**config.mk**
```make
export PLATFORM = sky130hd
export DESIGN_NAME = wake_irq_ctrl
export DESIGN_NICKNAME = d
export VERILOG_FILES = /design/src/rtl/wk_pkg.sv /design/src/rtl/wk_sync.sv /design/src/rtl/wk_group_detect.sv /design/src/rtl/wk_line_merge.sv /design/src/rtl/wake_irq_ctrl.sv
export SDC_FILE = /design/constraint.sdc
export NUM_CORES = 1
export LEC_CHECK = 0
export BUFFER_PORTS_ARGS = -buffer_cell sky130_fd_sc_hd__buf_2
export CAP_MARGIN = 30
export CORE_MARGIN = 2
export CORE_UTILIZATION = 60
export CTS_CLUSTER_DIAMETER = 200
export DETAILED_ROUTE_END_ITERATION = 8
export GPL_TIMING_DRIVEN = 0
export HOLD_SLACK_MARGIN = 0.06
export MAX_ROUTING_LAYER = met4
export PLACE_DENSITY = 0.77
export SLEW_MARGIN = 10
export SYNTH_ARGS = -nofsm -noshare
export SYNTH_HDL_FRONTEND = slang
export SYNTH_SLANG_ARGS = --single-unit
```
**constraint.sdc**
```tcl
create_clock -name clk -period 2.36 [get_ports clk]
set_input_delay 0.354 -clock clk [delete_from_list [all_inputs] [get_ports clk]]
set_output_delay 0.354 -clock clk [all_outputs]
set_load 0.03 [all_outputs]
```
**src/rtl/wk_pkg.sv**
```systemverilog
package wk_pkg;
    localparam int WK_GW = 8;

    typedef enum logic [2:0] {
        REG_IEN  = 3'd0,
        REG_PEND = 3'd1,
        REG_CLR  = 3'd2,
        REG_MODE = 3'd3,
        REG_POL  = 3'd4,
        REG_ANY  = 3'd5,
        REG_INEN = 3'd6,
        REG_NONE = 3'd7
    } wk_reg_e;

    typedef struct packed {
        logic [WK_GW-1:0] ien;
        logic [WK_GW-1:0] mode;
        logic [WK_GW-1:0] pol;
        logic [WK_GW-1:0] any;
        logic [WK_GW-1:0] inen;
    } wk_cfg_t;
endpackage

```
**src/rtl/wk_sync.sv**
```systemverilog
module wk_sync #(
    parameter int W = 8
) (
    input  logic         clk,
    input  logic         rst_n,
    input  logic [W-1:0] d,
    output logic [W-1:0] q
);
    logic [W-1:0] meta;

    always_ff @(posedge clk or negedge rst_n) begin
        if (!rst_n) begin
            meta <= '0;
            q    <= '0;
        end else begin
            meta <= d;
            q    <= meta;
        end
    end
endmodule

```
**src/rtl/wk_group_detect.sv**
```systemverilog
module wk_group_detect
    import wk_pkg::*;
(
    input  logic             clk,
    input  logic             rst_n,
    input  logic [WK_GW-1:0] sync_in,
    input  wk_cfg_t          cfg,
    input  logic [WK_GW-1:0] clr_mask,
    output logic [WK_GW-1:0] pend,
    output logic             act
);
    logic [WK_GW-1:0] gated, prev, rise, fall, lvl_hit, edg_hit, set_vec;

    always_comb begin
        gated   = sync_in & cfg.inen;
        rise    = gated & ~prev;
        fall    = ~gated & prev;
        lvl_hit = gated ^ cfg.pol;
        edg_hit = (cfg.any & (rise | fall)) |
                  (~cfg.any & ((rise & ~cfg.pol) | (fall & cfg.pol)));
        set_vec = cfg.inen & ((cfg.mode & lvl_hit) | (~cfg.mode & edg_hit));
    end

    always_ff @(posedge clk or negedge rst_n) begin
        if (!rst_n) begin
            prev <= '0;
            pend <= '0;
        end else begin
            prev <= gated;
            pend <= (pend & ~clr_mask) | set_vec;
        end
    end

    assign act = |(pend & cfg.ien);

    AST_PEND_HOLD: assert property (@(posedge clk) disable iff (!rst_n)
        (clr_mask == '0) |=> ((pend & $past(pend)) == $past(pend)));
    AST_SET_WINS: assert property (@(posedge clk) disable iff (!rst_n)
        (set_vec != '0) |=> ((pend & $past(set_vec)) == $past(set_vec)));
    AST_DISABLED_QUIET: assert property (@(posedge clk) disable iff (!rst_n)
        (cfg.inen == '0 && clr_mask == '0) |=> (pend == $past(pend)));
endmodule

```
**src/rtl/wk_line_merge.sv**
```systemverilog
module wk_line_merge #(
    parameter int NUM_GROUPS = 8,
    parameter int NUM_LINES  = 4
) (
    input  logic                            clk,
    input  logic                            rst_n,
    input  logic [NUM_GROUPS-1:0]           grp_act,
    input  logic [NUM_LINES*NUM_GROUPS-1:0] line_mask,
    output logic [NUM_LINES-1:0]            irq,
    output logic                            wake
);
    for (genvar k = 0; k < NUM_LINES; k++) begin : g_line
        assign irq[k] = |(grp_act & line_mask[k*NUM_GROUPS +: NUM_GROUPS]);
    end

    assign wake = |grp_act;

    AST_LINE_NEEDS_WAKE: assert property (@(posedge clk) disable iff (!rst_n)
        (irq != '0) |-> wake);
endmodule

```
**src/rtl/wake_irq_ctrl.sv**
```systemverilog
module wake_irq_ctrl
    import wk_pkg::*;
#(
    parameter int NUM_GROUPS = 8,
    parameter int NUM_LINES  = 4,
    localparam int GRP_AW  = (NUM_GROUPS > 1) ? $clog2(NUM_GROUPS) : 1,
    localparam int LINE_AW = (NUM_LINES > 1) ? $clog2(NUM_LINES) : 1,
    localparam int ADDR_W  = GRP_AW + 4
) (
    input  logic                        clk,
    input  logic                        rst_n,
    input  logic [NUM_GROUPS*WK_GW-1:0] wk_in,
    input  logic                        bus_we,
    input  logic [ADDR_W-1:0]           bus_addr,
    input  logic [WK_GW-1:0]            bus_wdata,
    output logic [WK_GW-1:0]            bus_rdata,
    output logic [NUM_LINES-1:0]        irq_o,
    output logic                        wake_o
);
    logic                            is_line;
    logic [GRP_AW-1:0]               a_grp;
    wk_reg_e                         a_reg;
    logic [LINE_AW-1:0]              a_line;
    wk_cfg_t                         cfg_q     [NUM_GROUPS];
    logic [NUM_GROUPS-1:0]           lmask_q   [NUM_LINES];
    logic [WK_GW-1:0]                clr_v     [NUM_GROUPS];
    logic [WK_GW-1:0]                pend_v    [NUM_GROUPS];
    logic [NUM_GROUPS-1:0]           grp_act;
    logic [NUM_LINES*NUM_GROUPS-1:0] lmask_flat;
    logic [NUM_GROUPS*WK_GW-1:0]     sync_in;

    assign is_line = bus_addr[ADDR_W-1];
    assign a_grp   = bus_addr[GRP_AW+2:3];
    assign a_reg   = wk_reg_e'(bus_addr[2:0]);
    assign a_line  = bus_addr[LINE_AW-1:0];

    // configuration registers
    always_ff @(posedge clk or negedge rst_n) begin
        if (!rst_n) begin
            for (int g = 0; g < NUM_GROUPS; g++) cfg_q[g] <= '0;
            for (int k = 0; k < NUM_LINES; k++) lmask_q[k] <= '0;
        end else if (bus_we) begin
            if (is_line) begin
                for (int k = 0; k < NUM_LINES; k++)
                    if (a_line == LINE_AW'(k)) lmask_q[k] <= bus_wdata[NUM_GROUPS-1:0];
            end else begin
                for (int g = 0; g < NUM_GROUPS; g++) begin
                    if (a_grp == GRP_AW'(g)) begin
                        case (a_reg)
                            REG_IEN:  cfg_q[g].ien  <= bus_wdata;
                            REG_MODE: cfg_q[g].mode <= bus_wdata;
                            REG_POL:  cfg_q[g].pol  <= bus_wdata;
                            REG_ANY:  cfg_q[g].any  <= bus_wdata;
                            REG_INEN: cfg_q[g].inen <= bus_wdata;
                            default:  ;
                        endcase
                    end
                end
            end
        end
    end

    // write-one-to-clear strobes
    always_comb begin
        for (int g = 0; g < NUM_GROUPS; g++)
            clr_v[g] = (bus_we && !is_line && a_grp == GRP_AW'(g) && a_reg == REG_CLR)
                       ? bus_wdata : '0;
    end

    // read mux
    always_comb begin
        bus_rdata = '0;
        if (is_line) begin
            for (int k = 0; k < NUM_LINES; k++)
                if (a_line == LINE_AW'(k)) bus_rdata = WK_GW'(lmask_q[k]);
        end else begin
            for (int g = 0; g < NUM_GROUPS; g++) begin
                if (a_grp == GRP_AW'(g)) begin
                    case (a_reg)
                        REG_IEN:  bus_rdata = cfg_q[g].ien;
                        REG_PEND: bus_rdata = pend_v[g];
                        REG_MODE: bus_rdata = cfg_q[g].mode;
                        REG_POL:  bus_rdata = cfg_q[g].pol;
                        REG_ANY:  bus_rdata = cfg_q[g].any;
                        REG_INEN: bus_rdata = cfg_q[g].inen;
                        default:  bus_rdata = '0;
                    endcase
                end
            end
        end
    end

    wk_sync #(.W(NUM_GROUPS*WK_GW)) u_sync (
        .clk(clk), .rst_n(rst_n), .d(wk_in), .q(sync_in)
    );

    for (genvar g = 0; g < NUM_GROUPS; g++) begin : g_grp
        wk_group_detect u_det (
            .clk      (clk),
            .rst_n    (rst_n),
            .sync_in  (sync_in[g*WK_GW +: WK_GW]),
            .cfg      (cfg_q[g]),
            .clr_mask (clr_v[g]),
            .pend     (pend_v[g]),
            .act      (grp_act[g])
        );
    end

    for (genvar k = 0; k < NUM_LINES; k++) begin : g_lm
        assign lmask_flat[k*NUM_GROUPS +: NUM_GROUPS] = lmask_q[k];
    end

    wk_line_merge #(.NUM_GROUPS(NUM_GROUPS), .NUM_LINES(NUM_LINES)) u_merge (
        .clk       (clk),
        .rst_n     (rst_n),
        .grp_act   (grp_act),
        .line_mask (lmask_flat),
        .irq       (irq_o),
        .wake      (wake_o)
    );

    AST_WAKE_IDLE: assert property (@(posedge clk) disable iff (!rst_n)
        (!wake_o) |-> (irq_o == '0));
endmodule

```
# Word-level counts from Yosys, hierarchy flattened

Cells that the tools add are included.

Register bits after elaboration: 608
Output and inout bits: 13
Logic and storage cells: 382

Equality and inequality tests: 16
Muxes and demuxes: 29
Bitwise logic cells: 197
Reduce and logical (&&, ||, !) cells: 78

Operator list:

| kind                 | number |
|---|---|
| $and A8 B8 Y8        | 100 |
| $not A8 Y8           | 48 |
| $pmux W8 S6          | 8 |
| $or A8 B8 Y8         | 40 |
| $mux W8              | 21 |
| $reduce_and A4 Y1    | 40 |
| $reduce_or A8 Y1     | 12 |
| $reduce_or A64 Y1    | 1 |
| $xor A8 B8 Y8        | 8 |
| $eq A3 B3 Y1 const B | 7 |
| $logic_and A1 B1 Y1  | 17 |
| $eq A3 B2 Y1 const B | 4 |
| $reduce_and A3 Y1    | 4 |
| $eq A3 B1 Y1 const B | 2 |
| $logic_not A3 Y1     | 2 |
| $eq A2 B2 Y1 const B | 2 |
| $eq A2 B1 Y1 const B | 1 |
| $logic_not A2 Y1     | 1 |
| $logic_not A1 Y1     | 1 |
| $not A1 Y1           | 1 |

# Depth between registers and ports, before layout

Depth in word-level cells: 11
Gate-level depth with buffers: 9

# Modules after synthesis

From an unflattened synthesis, not the netlist that was laid out.

Cells, all modules: 2531
Area, all modules: 30178.9 µm²

By module, submodules not included:

| module          | instances | cells each | area each (µm²) | seq. area each (µm²) |
|---|---|---|---|---|
| wake_irq_ctrl   | 1         | 1380       | 17715.7         | 8808.4 |
| wk_group_detect | 8         | 125        | 1137.3          | 400.4 |
| wk_sync         | 1         | 128        | 3203.1          | 3203.1 |
| wk_line_merge   | 1         | 23         | 161.4           | 0.0 |

# Worst setup path after synthesis

Ideal clock, no wire load.

Kind: input to output
Start: input port bus_addr[2]
End: output port bus_rdata[3]
Data arrival time: 2293 ps
Data required time: 2006 ps
Path slack: -287 ps
Stages: 6
Path buffers: 1
Path through: buf_6 > and2b_2 > a22oi_1 > o2111a_1 > or4_1 > o31ai_1

Longest elaborated chain between the ends: 11
Elaborated cells on any way between the ends: 23
Those cells by class: 5 x eq/ne; 17 x mux; 1 x reduce/logical

RTL lines:

| element                              | RTL line            | source |
|---|---|---|
| start: declaration                   | wake_irq_ctrl.sv:14 | `input logic [ADDR_W-1:0] bus_addr,` |
| $eq A3 B3 Y1 (tied with other cells) | wake_irq_ctrl.sv:79 | `case (a_reg)` |
| $pmux W8 S6                          | wake_irq_ctrl.sv:79 |  |
| $mux W8 (7 in series)                | wake_irq_ctrl.sv:78 | `if (a_grp == GRP_AW'(g)) begin` |
| $mux W8 *                            | wake_irq_ctrl.sv:78 |  |
| $mux W8 *                            | wake_irq_ctrl.sv:73 | `if (is_line) begin` |
| end: declaration                     | wake_irq_ctrl.sv:16 | `output logic [WK_GW-1:0] bus_rdata,` |

Mark *: on every way between the ends. The rest lies on a longest branch, timed or not.

# Worst setup path after layout

Start: register cfg_q[81] (netlist name)
End: output port bus_rdata[1]

Longest elaborated chain between the ends: 5

RTL lines:

| element               | RTL line            | source |
|---|---|---|
| start: declaration    | wake_irq_ctrl.sv:24 | `wk_cfg_t cfg_q [NUM_GROUPS];` |
| $pmux W8 S6           | wake_irq_ctrl.sv:79 |  |
| $mux W8 (3 in series) | wake_irq_ctrl.sv:78 |  |
| $mux W8               | wake_irq_ctrl.sv:73 |  |

Every way passes these cells.

==> flow_summary.toml <==
[cells_and_area]
synthToLayoutAreaGrowth_pct = 20.1
fin_nets = 2986
n_fill_cell = 3217
final_util_pct = 73.2
final_common_cell = "dfrtp_1"
layout-drive-gt1-share_pct = 34.0
stdcell_count = 3493
layout_common_cells = "dfrtp_1 (606), mux2_2 (450), nand2_1 (285)"

[worst_setup_path]
cp_max_fo = 2
slowest_stage = "or4_4"
critPathCaptureType = "output port"
crit_path_max_incr_delay_ps = 560
cp-start-kind = "flop"
reg2reg_to = "g_grp[6].u_det.pend[3]"
r2r-start = "cfg_q[43]"
crit_type = "flop to output port"
path_cells = "mux2_4 > a221oi_2 > o21a_1 > or4_4 > o211ai_1 > buf_4"
reg2reg_slack_ps = 530
critPathLaunch = "cfg_q[81]"
reg2regPathDepth = 8
path_buf_inv = 1
required_ps = 2010
worstPathArrival_ps = 2750
crit_family = "compound AO/OA/AOI/OAI gates"

[route]
vias = 23500
drc = 0
ant_nets = 0
drt_wl_total_um = 113000
routedWlPerCell_um = 32.3
viasPerCell = 6.71
first_pass_iters = 6
drt_iter0_drc = 2467

[timing]
max_slew_margin_pct = 21.6
setup_slack_ps = -739
fin_crit_ps = 3100
setup-violations-final = 13
fmax_mhz = 323
hold-worst-slack_ps = -228
final_hold_viol_count = 107
final.period_utilization_pct = 131
drv_slew = 0
grt_setup_unrepaired = "true"
skew_ps = 17.4
worstMarginPinSlew_ps = 1180

[run]
cap_violations = 0

[clocking]
cts_max_path_buffers = 3
clk_latency_ps = 650
clock-sinks = 608
path_clk_slew_ps = 60
cts_tree = "built"
cts-root-buf = "clkbuf_16"
cts_hold_buf = 65
numCtsBuffers = 61
htreeDepth = 2

[die]
fp.dieW_um = 227
core_sq_um = 49200
die-area_sq_um = 51700
initial_core_util_pct = 60.9
die_y_um = 227
rows = 81
io_pins = 95

[grt]
grt_pass1_wl_um = 160000
grt_pass1_vias = 23500
gr-usage-all-layers_pct = 45.5
overflow = 0
antenna_found_initial = 6
grt_max_degree = 112

[power_and_ir_drop]
p_total_w = 0.0281
p_per_area_nw_per_um2 = 781
ir_drop_uv = 707
leakage_nw = 16.9

[yosys]
synth_edf_count = 0
yosys-top-cells-area = "dfrtp_1 (51%), mux2_2 (17%), ha_1 (5.3%)"
syn_inst = 2478
yosys_warnings = 0
ys.flop_type = "dfrtp_1"
synthesis.area_sq_um = 29900
synth_area_leader_cell = "dfrtp_1"
async_flop_share_pct = 100
avgSynthCellArea_sq_um = 12.1
ys_types = 80
synth_top_area_share_pct = 50.8
syn_nets = 2688
ys_seq_area_share_pct = 50.8
ys_ff_latch = 608

[place]
place_ws_ps = -1500
globalplace.congestion = 1.04
dp_cells = 3249
place.port_buffers = 90
dp_hpwl_um = 76900

[hold_path]
hold_class = "primary input to asynchronous set/reset pin"

[run_status]
status = "complete, but fails checks"
violations = "negative hold slack, negative setup slack"
registers in the layout, summed over array words and instances (netlist names):
signal / flops
cfg_q: 320
g_grp.u_det.pend: 64
g_grp.u_det.prev: 64
u_sync.meta: 64
u_sync.q: 64
lmask_flat: 32
worst max path at each step:
stage / slack, ps / cells past startpoint / end
after CTS: -660 / 6 / bus_rdata[1]
after floorplan: -70 / 8 / bus_rdata[1]
after global routing: -680 / 6 / bus_rdata[1]
final: -740 / 6 / bus_rdata[1]
after global placement: -11370 / 1 / u_sync.meta[36]
after detailed placement: -1500 / 9 / bus_rdata[4]
cells in the mapped netlist (all sizes together) (27+ instances only):
master and number:
dfrtp 608, a221oi 27, xor2 64, a22oi 70
clkbuf 54, o21ai 156, nor2 42, a21oi 34
a22o 71, mux2 459, mux2i 41, nand2 304
buf 63, inv 134, ha 128
stage by stage:
stage / hold slack (ps) / setup TNS (ps) / area, sq um
3_3_place_gp: 331 / -7048620 / 31300
6_report: -228 / -6760 / 36000
2_1_floorplan: 58.4 / -116 / 30000
4_1_cts: -201 / -6200 / 35600
3_5_place_dp: 335 / -188540 / 31600
5_1_grt: -138 / -6870 / 36000
what timing repair did:
item / CTS / global route
endpoints found under the setup margin: 85 / 51
setup buffers: 53 / 10
pin swaps: 44 / 29
hold endpoints to repair: 172 / 107
gates resized for setup: 227 / 46
routing by layer:
metal / routed length, um / share of wire, % / track usage [%]
met2: 49000 / 43 / 65.0
met3: 12600 / 11 / 11.6
met4: 8650 / 7.7 / 29.9
met5: 0 / 0 / -
met1: 42800 / 38 / 57.6
logic make-up after synthesis:
group | after synthesis | synth area share, %
flip-flops | 608 | 50.8
multiplexers | 520 | 20.1
AO/OA/AOI/OAI | 470 | 11.0
AND/OR/NAND/NOR | 437 | 7.04
buffers and inverters | 251 | 3.84
adder cells (fa/ha/maj) | 128 | 5.35
XOR/XNOR | 64 | 1.87
cell type report:
type	instances	area [sq um]	area share (%)
sequential	608	15200	42.3
multi-input combinational	1619	14200	39.4
timing repair buffer	238	2040	5.68
clock buffer	90	1810	5.02
buffer	114	1100	3.07
tap	664	831	2.31
inverter	134	513	1.43
clock inverter	20	255	0.710
antenna	6	15.0	0.0417
report_power, final:
group	total, W	internal [W]	switching (W)
logic	0.00520	0.00239	0.00281
registers	0.0128	0.0116	0.00120
clock network	0.0101	0.00582	0.00430
total	0.0281	0.0198	0.00831
Power figures use the tool's default switching activity.
